===== config.mk =====
export PLATFORM = sky130hd
export DESIGN_NAME = prbs_mark_gen
export DESIGN_NICKNAME = d
export VERILOG_FILES = /design/src/rtl/prbs_mark_pkg.sv /design/src/rtl/prbs_lfsr_core.sv /design/src/rtl/prbs_tap_select.sv /design/src/rtl/prbs_mark_shaper.sv /design/src/rtl/prbs_mark_gen.sv
export SDC_FILE = /design/constraint.sdc
export NUM_CORES = 1
export LEC_CHECK = 0
export CORE_MARGIN = 2
export CORE_UTILIZATION = 30
export DETAILED_ROUTE_END_ITERATION = 10
export DONT_BUFFER_PORTS = 1
export SYNTH_ARGS = -nofsm -noshare
export SYNTH_HDL_FRONTEND = slang
export SYNTH_SLANG_ARGS = --single-unit
export TNS_END_PERCENT = 50

===== constraint.sdc =====
create_clock -name clk -period 5.2 [get_ports clk]
set_clock_uncertainty 0.05 [all_clocks]
set_input_delay 0.78 -clock clk [delete_from_list [all_inputs] [get_ports clk]]
set_output_delay 0.78 -clock clk [all_outputs]
set_load 0.03 [all_outputs]

===== src/rtl/prbs_mark_pkg.sv =====
package prbs_mark_pkg;

   localparam int unsigned NUM_ORDERS = 7;
   localparam int unsigned TABLE_MAX  = 31;

   typedef enum logic [1:0] {
      RATIO_HALF    = 2'd0,
      RATIO_QUARTER = 2'd1,
      RATIO_EIGHTH  = 2'd2,
      RATIO_ZERO    = 2'd3
   } ratio_e;

   typedef logic [2:0] order_code_t;

   typedef struct packed {
      order_code_t order;
      ratio_e      ratio;
      logic        wide_shift;
      logic        invert;
   } cfg_t;

   // Register length for an order index.
   function automatic int unsigned order_len(input int unsigned idx);
      case (idx)
         0:       return 7;
         1:       return 9;
         2:       return 11;
         3:       return 15;
         4:       return 20;
         5:       return 23;
         6:       return 31;
         default: return 7;
      endcase
   endfunction

   // Second feedback tap (x^t term of x^n + x^t + 1).
   function automatic int unsigned order_tap(input int unsigned idx);
      case (idx)
         0:       return 6;
         1:       return 5;
         2:       return 9;
         3:       return 14;
         4:       return 17;
         5:       return 18;
         6:       return 28;
         default: return 6;
      endcase
   endfunction

   // Map the select code onto a table index; the spare code folds to 0.
   function automatic logic [2:0] order_index(input order_code_t code);
      return (32'(code) >= NUM_ORDERS) ? 3'd0 : code;
   endfunction

endpackage


===== src/rtl/prbs_lfsr_core.sv =====
module prbs_lfsr_core #(
   parameter int unsigned WIDTH = 31
) (
   input  logic             clk,
   input  logic             rst_n,
   input  logic             restart,
   input  logic             advance,
   input  logic             feedback,
   output logic [WIDTH-1:0] state
);

   if (WIDTH < 2) begin : g_width_bad
      $error("prbs_lfsr_core: WIDTH must be at least 2");
   end

   // Oldest bit sits at the top; new bits enter at bit 0.
   always_ff @(posedge clk) begin
      if (!rst_n || restart) begin
         state <= '1;
      end else if (advance) begin
         state <= {state[WIDTH-2:0], feedback};
      end
   end

endmodule


===== src/rtl/prbs_tap_select.sv =====
module prbs_tap_select
   import prbs_mark_pkg::*;
#(
   parameter int unsigned WIDTH      = 31,
   parameter int unsigned SHIFT_NEAR = 1,
   parameter int unsigned SHIFT_FAR  = 3
) (
   input  logic [WIDTH-1:0] state,
   input  logic [2:0]       order_idx,
   input  logic             wide_shift,
   output logic             feedback,
   output logic [2:0]       taps
);

   localparam int unsigned SPAN_MAX = 2 * ((SHIFT_FAR > SHIFT_NEAR) ? SHIFT_FAR : SHIFT_NEAR);

   if (SPAN_MAX >= order_len(0)) begin : g_span_bad
      $error("prbs_tap_select: tap span exceeds the shortest register");
   end

   logic       fb_vec   [NUM_ORDERS];
   logic [2:0] near_vec [NUM_ORDERS];
   logic [2:0] far_vec  [NUM_ORDERS];

   // One tap network per supported order; the mux below picks one.
   for (genvar g = 0; g < NUM_ORDERS; g++) begin : g_order
      localparam int unsigned N = order_len(g);
      localparam int unsigned T = order_tap(g);
      assign fb_vec[g]   = state[N-1] ^ state[T-1];
      assign near_vec[g] = {state[N-1-2*SHIFT_NEAR], state[N-1-SHIFT_NEAR], state[N-1]};
      assign far_vec[g]  = {state[N-1-2*SHIFT_FAR],  state[N-1-SHIFT_FAR],  state[N-1]};
   end

   always_comb begin
      feedback = 1'b0;
      taps     = '0;
      for (int i = 0; i < NUM_ORDERS; i++) begin
         if (32'(order_idx) == i) begin
            feedback = fb_vec[i];
            taps     = wide_shift ? far_vec[i] : near_vec[i];
         end
      end
   end

endmodule


===== src/rtl/prbs_mark_shaper.sv =====
module prbs_mark_shaper
   import prbs_mark_pkg::*;
(
   input  logic       clk,
   input  logic       rst_n,
   input  logic       active,
   input  logic       advance,
   input  logic [2:0] taps,
   input  ratio_e     ratio,
   input  logic       invert,
   output logic       bit_out
);

   logic shaped;

   // Taps are p[k], p[k+d], p[k+2d]; ANDing them thins the ones.
   always_comb begin
      case (ratio)
         RATIO_HALF:    shaped = taps[0];
         RATIO_QUARTER: shaped = taps[0] & taps[1];
         RATIO_EIGHTH:  shaped = &taps;
         default:       shaped = 1'b0;
      endcase
   end

   always_ff @(posedge clk) begin
      if (!rst_n || !active) begin
         bit_out <= 1'b0;
      end else if (advance) begin
         bit_out <= shaped ^ invert;
      end
   end

endmodule


===== src/rtl/prbs_mark_gen.sv =====
module prbs_mark_gen
   import prbs_mark_pkg::*;
#(
   parameter int unsigned MAX_ORDER  = 31,
   parameter int unsigned SHIFT_NEAR = 1,
   parameter int unsigned SHIFT_FAR  = 3
) (
   input  logic       clk,
   input  logic       rst_n,
   input  logic       en,
   input  logic       run,
   input  logic [2:0] order_sel,
   input  logic [1:0] ratio_sel,
   input  logic       shift_sel,
   input  logic       invert,
   output logic       bit_out
);

   if (MAX_ORDER < TABLE_MAX) begin : g_order_bad
      $error("prbs_mark_gen: MAX_ORDER below the longest supported order");
   end
   if (SHIFT_NEAR == 0 || SHIFT_FAR == 0) begin : g_shift_bad
      $error("prbs_mark_gen: tap spacings must be nonzero");
   end

   cfg_t                 cfg_q;
   logic [MAX_ORDER-1:0] lfsr_state;
   logic [2:0]           order_idx;
   logic                 feedback;
   logic [2:0]           taps;
   logic                 advance;

   // Configuration is captured only while stopped or in reset.
   always_ff @(posedge clk) begin
      if (!rst_n || !run) begin
         cfg_q <= '{order: order_sel, ratio: ratio_e'(ratio_sel),
                    wide_shift: shift_sel, invert: invert};
      end
   end

   assign order_idx = order_index(cfg_q.order);
   assign advance   = run & en;

   prbs_lfsr_core #(.WIDTH(MAX_ORDER)) i_core (
      .clk      (clk),
      .rst_n    (rst_n),
      .restart  (!run),
      .advance  (advance),
      .feedback (feedback),
      .state    (lfsr_state)
   );

   prbs_tap_select #(
      .WIDTH      (MAX_ORDER),
      .SHIFT_NEAR (SHIFT_NEAR),
      .SHIFT_FAR  (SHIFT_FAR)
   ) i_taps (
      .state      (lfsr_state),
      .order_idx  (order_idx),
      .wide_shift (cfg_q.wide_shift),
      .feedback   (feedback),
      .taps       (taps)
   );

   prbs_mark_shaper i_shaper (
      .clk     (clk),
      .rst_n   (rst_n),
      .active  (run),
      .advance (advance),
      .taps    (taps),
      .ratio   (cfg_q.ratio),
      .invert  (cfg_q.invert),
      .bit_out (bit_out)
   );

endmodule


==> results.md, run 1 <==
* outcome: completed
* critical path arrival: 2.38 ns
* compound-cell area share of the yosys netlist: 15.5%
* total routing resource utilization after global routing: 10.9%
* Post-Route Setup TNS: 0 ns
* wire length of the first global-routing pass: 6420 µm
* Critical Path End Type: register
* TritonCTS sink count: 39
* Pleak: 0.838 nW
* count of TritonRoute iterations in the first routing pass: 4
* antenna violations before repair: 0
* launch point of the critical path: cfg_q[1]$_DFFE_PP_
* Clock Pin Slew Worst Setup and Hold Paths: 0.08 ns
* Crit Reg-Reg Endpoint: i_shaper.bit_out$_SDFFE_PP0P_
* register area: 851 µm²
* most area-consuming cells after synthesis: sky130_fd_sc_hd__dfxtp_1, sky130_fd_sc_hd__mux2i_1, sky130_fd_sc_hd__edfxtp_1
* post-cts sizing count: 0
* TritonCTS clock tree: yes
* clock network power share: 38.5%
* fill cell count: 659
* critical-path cell list: mux2_4 -> a211o_1 -> o311ai_2 -> a22oi_2 -> a31o_1 -> a41oi_2
* worst hold margin: 0.427 ns
* largest voltage drop on the vdd net: 0.000243 V
* netlist area before placement: 1940 µm²
* synthesized netlist cell count: 199
* Vert. Die Dim: 84.5 µm
* switching power summed over all nets: 0.000145 W
* largest net degree at the start of global routing: 38
* maximum clock frequency: 0.451 GHz
* proportion of power drawn by combinational gates: 8.7%
* Worst Hold End: i_core.state[16]$_SDFFE_PP1P_
* wire per inst: 13.3 µm
* CP peak stage delay: 0.87 ns
* vias in the first global route: 1,328
* share of Yosys cell area claimed by the top area cell type: 32.9%
* final clock period utilization by the worst path: 42.6%
* required arrival time at the worst endpoint: 5.37 ns
* unrepaired setup endpoints after global routing: no
* multiplexer area fraction after synthesis: 19.8%
* worst slew margin relative to its limit: 28.9%
* fin. max-slew vios: 0
* post-synthesis share of cell area spent on and, or, nand and nor gates: 13.0%
* area occupied by multi-input gates: 983 µm²
* Boundary Pins: 12
* number of maximum-capacitance violations: 0
* Port Buffers: 0
* Slowest cell on crit path: sky130_fd_sc_hd__edfxtp_1
* horizontal die dimension: 84.5 µm
* post-synth net total: 210
* 1st-iter DRT viols: 72
* overall via count from detail_route: 1,359
* Via density: 5.03
* most area-hungry cell type in the Yosys netlist: sky130_fd_sc_hd__dfxtp_1
* switching part of the total power: 22.9%
* Setup Buffers After CTS: 0
* Setup-failing EPs final: 0
* remaining global-route overflow: 0
* most frequently used flop master after synthesis: sky130_fd_sc_hd__dfxtp_1
* placeable core area: 6310 µm²
* Hold Violations, Final: 0
* placement row count: 29
* relative area change from synthesis to final layout: 6.50%
* share of async-settable or async-resettable flops after synthesis: 0%
* Commonest cells post-synth: sky130_fd_sc_hd__mux2i_1, sky130_fd_sc_hd__nand2_1, sky130_fd_sc_hd__dfxtp_1
* placed cell count: 262
* initial standard-cell utilization of the core: 30.8%
* crit path kind: reg -> reg
* clock network latency to the later pin of the worst-skew pair: 0.29 ns
* post-detailed-route count of antenna-violating nets: 0
* final estimated routing congestion in global placement: 0.830
* number of remaining DRC errors: 0
* total power consumption of the routed design: 0.000633 W
* number of inserted diodes: 0
* H-Tree Depth: 2
* peak fanout along the critical path: 17
* total internal power: 0.000488 W
* depth of the worst register-to-register path: 6
* final non-filler cell total: 270
* WL final: 3580 µm
* arithmetic-cell share of the synthesized area counting full adders, half adders and majority gates: 0%
* main combinational cell family by area after synthesis: multiplexers
* mean instance size in the synthesized netlist: 9.77 µm²
* Synthesis Warnings: 0
* count of flip-flops with a built-in enable after synthesis: 7
* R2R Setup Slk: 2.98 ns
* Die ar.: 7140 µm²
* Post-CTS Hold Fix Bufs: 0
* hold-critical path depth: 2
* synthesized-area fraction occupied by xor and xnor cells: 2.25%
* final critical path time including I/O delays and setup: 2.22 ns
* number of different library cells in the post-synthesis netlist: 43
* HPWL Detailed: 2430 µm
* Cell Pwr Density: 306 nW/µm²
* sequential cell area fraction in the yosys report: 43.8%
* CTS root buf: sky130_fd_sc_hd__clkbuf_8
* Hold Path Class: reg -> reg
* launch instance of the worst min-delay path: i_core.state[15]$_SDFFE_PP1P_
* count leader, synth: sky130_fd_sc_hd__mux2i_1
* transition time of the tightest slew-check pin: 1.07 ns
* number of buffers inserted during clock tree synthesis: 5
* number of synthesized register bits: 39
* reg2reg start: cfg_q[1]$_DFFE_PP_
* sequential share of power: 52.8%
* final-stage net count: 203
* Max Root-Sink Buffers: 2
* type of element launching the critical path: register
* layout cell share with drive strength beyond 1: 7.77%
-- how the worst max path moves through the flow --
stage | endpoint | slack (ns) | cells past startpoint
after floorplan | i_core.state[11]$_SDFFE_PP1P_ | 3.30 | 4
after global placement | i_core.state[0]$_SDFFE_PP1P_ | 2.74 | 4
final | i_shaper.bit_out$_SDFFE_PP0P_ | 2.98 | 6
after detailed placement | i_core.state[0]$_SDFFE_PP1P_ | 2.71 | 4
after CTS | i_shaper.bit_out$_SDFFE_PP0P_ | 2.97 | 6
after global routing | i_core.state[0]$_SDFFE_PP1P_ | 2.82 | 4
-- critical path, delay by kind of cell (launching register included) --
family	cells	cell delay, ns
AO/OA/AOI/OAI	5	0.86
flip-flops	1	0.87
multiplexers	1	0.35
-- power groups by stage --
stage,clock network [W],logic [W],registers (W)
CTS,0.000253,0.0000557,0.000334
global placement,0,0.0000552,0.000341
detailed placement,0,0.0000555,0.000341
global route,0.000265,0.0000620,0.000336
finish,0.000244,0.0000552,0.000334
floorplan,0,0.0000684,0.000327
-- cell usage in the layout, fill, tap and decap left out, types with 2 or more instances in the layout --
cell | synthesis | final
sky130_fd_sc_hd__clkbuf_8 | 0 | 5
sky130_fd_sc_hd__dfxtp_1 | 32 | 32
sky130_fd_sc_hd__nor3_1 | 3 | 3
sky130_fd_sc_hd__nor2_1 | 3 | 3
sky130_fd_sc_hd__nand2_1 | 34 | 34
sky130_fd_sc_hd__o22ai_1 | 3 | 3
sky130_fd_sc_hd__xnor2_1 | 3 | 3
sky130_fd_sc_hd__nand3_1 | 3 | 3
sky130_fd_sc_hd__a221oi_1 | 2 | 2
sky130_fd_sc_hd__a31oi_1 | 2 | 2
sky130_fd_sc_hd__a21oi_1 | 6 | 6
sky130_fd_sc_hd__inv_1 | 8 | 8
sky130_fd_sc_hd__mux2i_1 | 37 | 37
sky130_fd_sc_hd__edfxtp_1 | 7 | 7
sky130_fd_sc_hd__o211ai_1 | 6 | 6
sky130_fd_sc_hd__and3_1 | 2 | 2
sky130_fd_sc_hd__a22oi_1 | 2 | 2
sky130_fd_sc_hd__nand2b_1 | 2 | 2
sky130_fd_sc_hd__o21ai_0 | 8 | 8
sky130_fd_sc_hd__xor2_1 | 2 | 2
-- layout make-up --
type	count	area share, %
Clock buffer	6	3.50
Sequential cell	39	41.1
Tap cell	77	4.65
Inverter	8	1.45
Clock inverter	2	1.81
Multi-Input combinational cell	138	47.5
-- layer usage --
metal,vias to the layer above,wire length [µm],share of wire [%],track usage (%)
met5,-,0,0,0
met4,0,51,1.4,3.75
met3,6,165,4.6,2.85
met2,27,1560,44,16.5
met1,619,1810,50,15.1
li1,707,-,-,-
-- kinds of logic (layout without fill, tap and decap cells) --
logic type             count (synthesis)  count (layout)
AO/OA/AOI/OAI                         40              40
XOR/XNOR                               5               5
buffers and inverters                 22              16
flip-flops                            39              39
multiplexers                          38              38
AND/OR/NAND/NOR                       55              55
-- flip-flops by register name (all words and copies together) (netlist names) --
register          flops
cfg_q                 7
i_core.state         31
i_shaper.bit_out      1
-- stage by stage --
step	cell area (µm²)	setup WS [ns]	util, %
6_report	2070	2.98	32.8
2_1_floorplan	1940	3.30	-
4_1_cts	2070	2.97	32.8
3_5_place_dp	1960	2.71	31.1
3_3_place_gp	1960	2.74	31.1
5_1_grt	2070	2.82	32.8
Power figures use the tool's default switching activity.
==> run 2, diff against run 1 <==
- ABC_AREA: default -> 1
- clock period: 5.2 -> 1.8 ns (I/O delays scaled with it)
==> run 2 against run 1 <==
Cell count increased by 21%. Critical path depth is 6 higher. Via count is 16% higher. Wire length increased by 18%. Area after synthesis shrank 5.9%. Critical path type unchanged. Largest cell class unchanged.
==> results.md, run 2 <==
* outcome: completed
* Vert. Die Dim: 82.1 µm
* unrepaired setup endpoints after global routing: yes
* crit path kind: reg -> reg
* area occupied by multi-input gates: 870 µm²
* count leader, synth: sky130_fd_sc_hd__nand2_1
* mean instance size in the synthesized netlist: 7.41 µm²
* largest net degree at the start of global routing: 36
* netlist area before placement: 1830 µm²
* most area-hungry cell type in the Yosys netlist: sky130_fd_sc_hd__dfxtp_1
* arithmetic-cell share of the synthesized area counting full adders, half adders and majority gates: 0%
* CTS root buf: sky130_fd_sc_hd__clkbuf_8
* Boundary Pins: 12
* Setup-failing EPs final: 0
* most frequently used flop master after synthesis: sky130_fd_sc_hd__dfxtp_1
* placement row count: 28
* Cell Pwr Density: 978 nW/µm²
* final clock period utilization by the worst path: 95.4%
* Via density: 4.83
* multiplexer area fraction after synthesis: 0%
* TritonCTS clock tree: yes
* Synthesis Warnings: 0
* transition time of the tightest slew-check pin: 0.540 ns
* Max Root-Sink Buffers: 2
* worst hold margin: 0.0142 ns
* Post-CTS Hold Fix Bufs: 0
* max FFs per register: 31
* number of maximum-capacitance violations: 0
* hold-critical path depth: 0
* post-synthesis share of cell area spent on and, or, nand and nor gates: 23.8%
* count of TritonRoute iterations in the first routing pass: 4
* placeable core area: 5920 µm²
* Hold Violations, Final: 0
* fin. max-slew vios: 0
* worst slew margin relative to its limit: 63.8%
* wire per inst: 13.0 µm
* most common cell after layout, fill and taps aside: sky130_fd_sc_hd__nand2_1
* HPWL Detailed: 2870 µm
* number of buffers inserted during clock tree synthesis: 5
* post-synth net total: 258
* relative area change from synthesis to final layout: 12.9%
* Hold Path Class: in -> reg
* TritonCTS sink count: 39
* main combinational cell family by area after synthesis: simple AND/OR/NAND/NOR gates
* Post-Route Setup TNS: 0 ns
* Critical Path End Type: register
* 1st-iter DRT viols: 67
* register area: 851 µm²
* Commonest cells post-synth: sky130_fd_sc_hd__nand2_1, sky130_fd_sc_hd__a21oi_1, sky130_fd_sc_hd__dfxtp_1
* WL final: 4240 µm
* critical path arrival: 1.86 ns
* Die ar.: 6740 µm²
* post-detailed-route count of antenna-violating nets: 0
* type of element launching the critical path: register
* Pleak: 0.927 nW
* number of different library cells in the post-synthesis netlist: 25
* peak fanout along the critical path: 5
* largest voltage drop on the vdd net: 0.000499 V
* synthesized netlist cell count: 247
* share of Yosys cell area claimed by the top area cell type: 35.0%
* compound-cell area share of the yosys netlist: 20.6%
* Port Buffers: 0
* count of flip-flops with a built-in enable after synthesis: 7
* fill cell count: 624
* share of async-settable or async-resettable flops after synthesis: 0%
* remaining global-route overflow: 0
* most area-consuming cells after synthesis: sky130_fd_sc_hd__dfxtp_1, sky130_fd_sc_hd__nand2_1, sky130_fd_sc_hd__edfxtp_1
* Top reg by flops: i_core.state
* final critical path time including I/O delays and setup: 1.72 ns
* Clock Pin Slew Worst Setup and Hold Paths: 0.08 ns
* number of remaining DRC errors: 0
* total routing resource utilization after global routing: 13.9%
* H-Tree Depth: 2
* final-stage net count: 261
* overall via count from detail_route: 1,573
* vias in the first global route: 1,495
* number of synthesized register bits: 39
* horizontal die dimension: 82.1 µm
* final estimated routing congestion in global placement: 0.852
* depth of the worst register-to-register path: 12
* layout cell share with drive strength beyond 1: 14.7%
* most frequent cells in the layout: sky130_fd_sc_hd__nand2_1, sky130_fd_sc_hd__a21oi_1, sky130_fd_sc_hd__dfxtp_1
* largest registers: i_core.state x31, cfg_q x7, i_shaper.bit_out x1
* maximum clock frequency: 0.582 GHz
* synthesized-area fraction occupied by xor and xnor cells: 1.44%
* initial standard-cell utilization of the core: 30.9%
* required arrival time at the worst endpoint: 1.94 ns
* sequential cell area fraction in the yosys report: 46.5%
* number of inserted diodes: 0
* wire length of the first global-routing pass: 7220 µm
* clock network latency to the later pin of the worst-skew pair: 0.29 ns
* antenna violations before repair: 0
[run 2: per-layer routing]
layer / up-vias / global-route usage [%] / share of wire [%] / wire length (µm)
li1: 826 / - / - / -
met4: 0 / 5.17 / 2.2 / 95
met5: - / 0 / 0 / 0
met2: 31 / 22.0 / 45 / 1910
met1: 707 / 18.5 / 48 / 2030
met3: 9 / 3.37 / 4.8 / 205
[run 2: final timing paths]
path / start / to / slack (ns)
min reg2reg: i_core.state[1]$_SDFFE_PP1P_ / i_core.state[2]$_SDFFE_PP1P_ / 0.40
min: order_sel[2] / cfg_q[6]$_DFFE_PP_ / 0.01
max reg2reg: cfg_q[6]$_DFFE_PP_ / i_shaper.bit_out$_SDFFE_PP0P_ / 0.08
max: cfg_q[6]$_DFFE_PP_ / i_shaper.bit_out$_SDFFE_PP0P_ / 0.08
[run 2: kinds of logic (layout without fill, tap and decap cells)]
family	after synthesis	after routing
XOR/XNOR	3	3
AND/OR/NAND/NOR	103	103
buffers and inverters	34	38
AO/OA/AOI/OAI	68	68
flip-flops	39	39
[run 2: final cells by class]
class,instances,area share (%)
clock buffers,6,4.00
clock inverters,2,1.69
inverters,24,4.36
multi-input cells,174,42.1
flip-flops and latches,39,41.2
well taps,75,4.54
repair buffers,6,2.18
[run 2: power by group]
part	internal, W	total (W)	switching, W
clock network	0.000448	0.000758	0.000309
logic	0.0000996	0.000281	0.000181
registers	0.000937	0.000982	0.0000450
total	0.00149	0.00202	0.000535
[run 2: critical path, stage by stage, from the launching register on]
cell                       delay (ns)
sky130_fd_sc_hd__edfxtp_1        0.50
sky130_fd_sc_hd__nand2_2         0.14
sky130_fd_sc_hd__nand2_2         0.06
sky130_fd_sc_hd__nand2_2         0.10
sky130_fd_sc_hd__nor2_4          0.05
sky130_fd_sc_hd__a21oi_1         0.14
sky130_fd_sc_hd__nand4_1         0.12
sky130_fd_sc_hd__nand2_1         0.09
sky130_fd_sc_hd__nand2_1         0.07
sky130_fd_sc_hd__nand4_1         0.10
sky130_fd_sc_hd__nand3_1         0.08
sky130_fd_sc_hd__nand2_1         0.08
sky130_fd_sc_hd__inv_1           0.03
[run 2: what timing repair did]
| action | 4_1_cts | 5_1_grt |
|---|---|---|
| endpoints found under the setup margin | 0 | 2 |
| resized for setup | 0 | 12 |
| setup buffers | 0 | 3 |
[run 2: metrics by stage]
| step | setup slack [ns] | power (W) | instance area, µm² | utilization, % | instances |
|---|---|---|---|---|---|
| CTS | 0.0899 | 0.00201 | 2010 | 34.0 | 323 |
| global route | -0.0855 | 0.00211 | 2070 | 34.9 | 326 |
| detailed placement | 0.113 | 0.00126 | 1900 | 32.0 | 315 |
| global placement | 0.129 | 0.00126 | 1900 | 32.0 | 315 |
| finish | 0.0824 | 0.00202 | 2070 | 34.9 | 326 |
| floorplan | 0.276 | 0.00120 | 1830 | - | 247 |
==> run 3, diff against run 2 <==
- SYNTH_HIERARCHICAL: default -> 1
==> run 3 against run 2 <==
The run now ends with setup timing left. Global-route usage is 0.95 points lower. First-iteration DRC count decreased by 3.0%. Cell count is 13% higher. Hold slack improved by 0.0048 ns. Setup slack worse by 0.089 ns. Combinational power grew 11%. Fmax down 5.0%. Die area grew 3.9%. Via count up 6.9%. Critical endpoint is now i_shaper/bit_out$_SDFFE_PP0P_. Highest routed layer unchanged.
==> results.md, run 3 <==
* post-detailed-route count of antenna-violating nets: 0
* number of inserted diodes: 0
* final non-filler cell total: 368
* Max Root-Sink Buffers: 2
* Commonest cells post-synth: sky130_fd_sc_hd__nand2_1, sky130_fd_sc_hd__nand3_1, sky130_fd_sc_hd__dfxtp_1
* critical path arrival: 1.95 ns
* crit path kind: reg -> reg
* wire per inst: 11.1 µm
* most frequent cells in the layout: sky130_fd_sc_hd__nand2_1, sky130_fd_sc_hd__nand3_1, sky130_fd_sc_hd__dfxtp_1
* netlist area before placement: 1910 µm²
* Boundary Pins: 12
* most area-hungry cell type in the Yosys netlist: sky130_fd_sc_hd__dfxtp_1
* area of all placed cells without fillers: 2150 µm²
* transition time of the tightest slew-check pin: 0.521 ns
* CP peak stage delay: 0.44 ns
* worst slew margin relative to its limit: 65.2%
* number of remaining DRC errors: 0
* initial standard-cell utilization of the core: 30.5%
* Top reg by flops: i_core/state
* CTS root buf: sky130_fd_sc_hd__clkbuf_8
* Port Buffers: 0
* area occupied by multi-input gates: 948 µm²
* most area-consuming cells after synthesis: sky130_fd_sc_hd__dfxtp_1, sky130_fd_sc_hd__nand2_1, sky130_fd_sc_hd__edfxtp_1
* Hold Path Class: in -> reg
* overall via count from detail_route: 1,681
* Worst Path Buf+Inv: 3
* outcome: finished, violations left
* Synthesis Warnings: 6
* register area: 851 µm²
* clock network latency to the later pin of the worst-skew pair: 0.29 ns
* placement row count: 29
* main combinational cell family by area after synthesis: simple AND/OR/NAND/NOR gates
* WL final: 4070 µm
* relative area change from synthesis to final layout: 12.8%
* total routing resource utilization after global routing: 13.0%
* arithmetic-cell share of the synthesized area counting full adders, half adders and majority gates: 0%
* synthesized-area fraction occupied by xor and xnor cells: 0.919%
* most frequently used flop master after synthesis: sky130_fd_sc_hd__dfxtp_1
* largest voltage drop on the vdd net: 0.000395 V
* count of TritonRoute iterations in the first routing pass: 4
* delay-heaviest family, CP: simple AND/OR/NAND/NOR gates
* Post-CTS Hold Fix Bufs: 0
* layout cell share with drive strength beyond 1: 12.7%
* count leader, synth: sky130_fd_sc_hd__nand2_1
* fill cell count: 703
* share of Yosys cell area claimed by the top area cell type: 33.6%
* compound-cell area share of the yosys netlist: 3.55%
* 1st-iter DRT viols: 65
* HPWL Detailed: 2860 µm
* max FFs per register: 31
* number of different library cells in the post-synthesis netlist: 22
* type of element launching the critical path: register
* number of synthesized register bits: 39
* number of maximum-capacitance violations: 0
* unrepaired setup endpoints after global routing: yes
* Clock Pin Slew Worst Setup and Hold Paths: 0.08 ns
* synthesized netlist cell count: 283
* horizontal die dimension: 83.7 µm
* largest registers: i_core/state x31, cfg_q x7, i_shaper/bit_out x1
* final estimated routing congestion in global placement: 0.853
* post-synth net total: 294
* TritonCTS clock tree: yes
* count of flip-flops with a built-in enable after synthesis: 7
* R2R Setup Slk: -0.007 ns
* number of buffers inserted during clock tree synthesis: 5
* Cell Pwr Density: 867 nW/µm²
* most common cell after layout, fill and taps aside: sky130_fd_sc_hd__nand2_1
* Via density: 4.57
* critical-path cell list: a21oi_2 -> buf_4 -> nor2_2 -> buf_4 -> nand2_1 -> nand2_1 -> nor2_1 -> nand4_1 -> nand4_1 -> nand3_1 -> nand2_1 -> inv_1
* Critical Path End Type: register
* violated checks: setup timing
* Setup-failing EPs final: 1
* post-route worst setup slack: -0.00705 ns
* Pleak: 1.13 nW
* Vert. Die Dim: 83.7 µm
* placeable core area: 6240 µm²
* mean instance size in the synthesized netlist: 6.73 µm²
* standard cell area after detailed placement: 2020 µm²
* wire length of the first global-routing pass: 7470 µm
* final clock period utilization by the worst path: 100%
* antenna violations before repair: 0
* vias in the first global route: 1,664
* multiplexer area fraction after synthesis: 0%
* sequential cell area fraction in the yosys report: 44.6%
* cell repeated most along the worst path: sky130_fd_sc_hd__nand2_1
* fin. max-slew vios: 0
* Hold Violations, Final: 0
* Slowest cell on crit path: sky130_fd_sc_hd__edfxtp_1
* required arrival time at the worst endpoint: 1.95 ns
* post-synthesis share of cell area spent on and, or, nand and nor gates: 43.1%
* placed cell count: 360
* TritonCTS sink count: 39
* share of async-settable or async-resettable flops after synthesis: 0%
* H-Tree Depth: 2
* Die ar.: 7010 µm²
* maximum clock frequency: 0.553 GHz
* final-stage net count: 301
* largest net degree at the start of global routing: 32
* remaining global-route overflow: 0
* final critical path time including I/O delays and setup: 1.81 ns
* peak fanout along the critical path: 4
[run 3: changes by cell type after synthesis, moves of 2 or more]
cell	before	now
sky130_fd_sc_hd__nand2_1	70	140
sky130_fd_sc_hd__a21oi_1	34	3
sky130_fd_sc_hd__nand3_1	8	39
sky130_fd_sc_hd__o21ai_0	21	3
sky130_fd_sc_hd__o211ai_1	10	1
sky130_fd_sc_hd__buf_2	2	9
sky130_fd_sc_hd__clkbuf_1	6	0
sky130_fd_sc_hd__nand2_2	3	0
sky130_fd_sc_hd__nor2_2	2	0
[run 3: path summary, 6_finish.rpt]
path	from	endpoint	cells past startpoint
setup / recovery	cfg_q[6]$_DFFE_PP_	i_shaper/bit_out$_SDFFE_PP0P_	12
hold / removal	ratio_sel[0]	cfg_q[2]$_DFFE_PP_	0
setup reg to reg	cfg_q[6]$_DFFE_PP_	i_shaper/bit_out$_SDFFE_PP0P_	12
hold reg to reg	i_core/state[23]$_SDFFE_PP1P_	i_core/state[24]$_SDFFE_PP1P_	2
[run 3: per-stage QoR]
stage               hold WS [ns]  total power (W)  setup slack (ns)  TNS (ns)  util, %
global placement           0.319          0.00127            -0.103    -0.103     32.3
global route            0.000462          0.00199            -0.202    -0.253     34.4
detailed placement         0.319          0.00127            -0.118    -0.118     32.3
floorplan                  0.319          0.00120            0.0363         0        -
CTS                       0.0127          0.00188          -0.00578  -0.00578     34.4
finish                    0.0190          0.00186          -0.00705  -0.00705     34.4
[run 3: area by class of cell]
type                       instances  share of cell area, %
timing repair buffer              11                   4.02
sequential                        39                   39.6
inverter                          21                   3.67
clock buffer                       5                   3.20
clock inverter                     3                  0.931
multi-input combinational        212                   44.1
tap                               77                   4.48
[run 3: logic make-up after synthesis]
| kind of cell | Yosys count |
|---|---|
| xor+xnor | 2 |
| buf+inv | 32 |
| simple gates | 200 |
| compound gates | 10 |
| flops | 39 |
[run 3: timing repair]
item,CTS,global route
setup buffers,0,0
pin swaps,10,2
resized for setup,14,0
gates cloned,0,0
setup endpoints to repair,1,2
[run 3: metal layers]
layer  vias up  GRT usage [%]  routed length, µm
li1        901              -                  -
met1       758           16.2               1940
met2        18           21.5               1930
met3         4           3.36                145
met4         0           4.99                 47
met5         -              0                  0
[run 3: power by group]
part | switching [W] | leakage, nW | internal (W) | total, W
sequential | 0.0000354 | 0.333 | 0.000926 | 0.000962
combinational | 0.000196 | 0.760 | 0.000117 | 0.000313
clock | 0.000319 | 0.0402 | 0.000270 | 0.000588
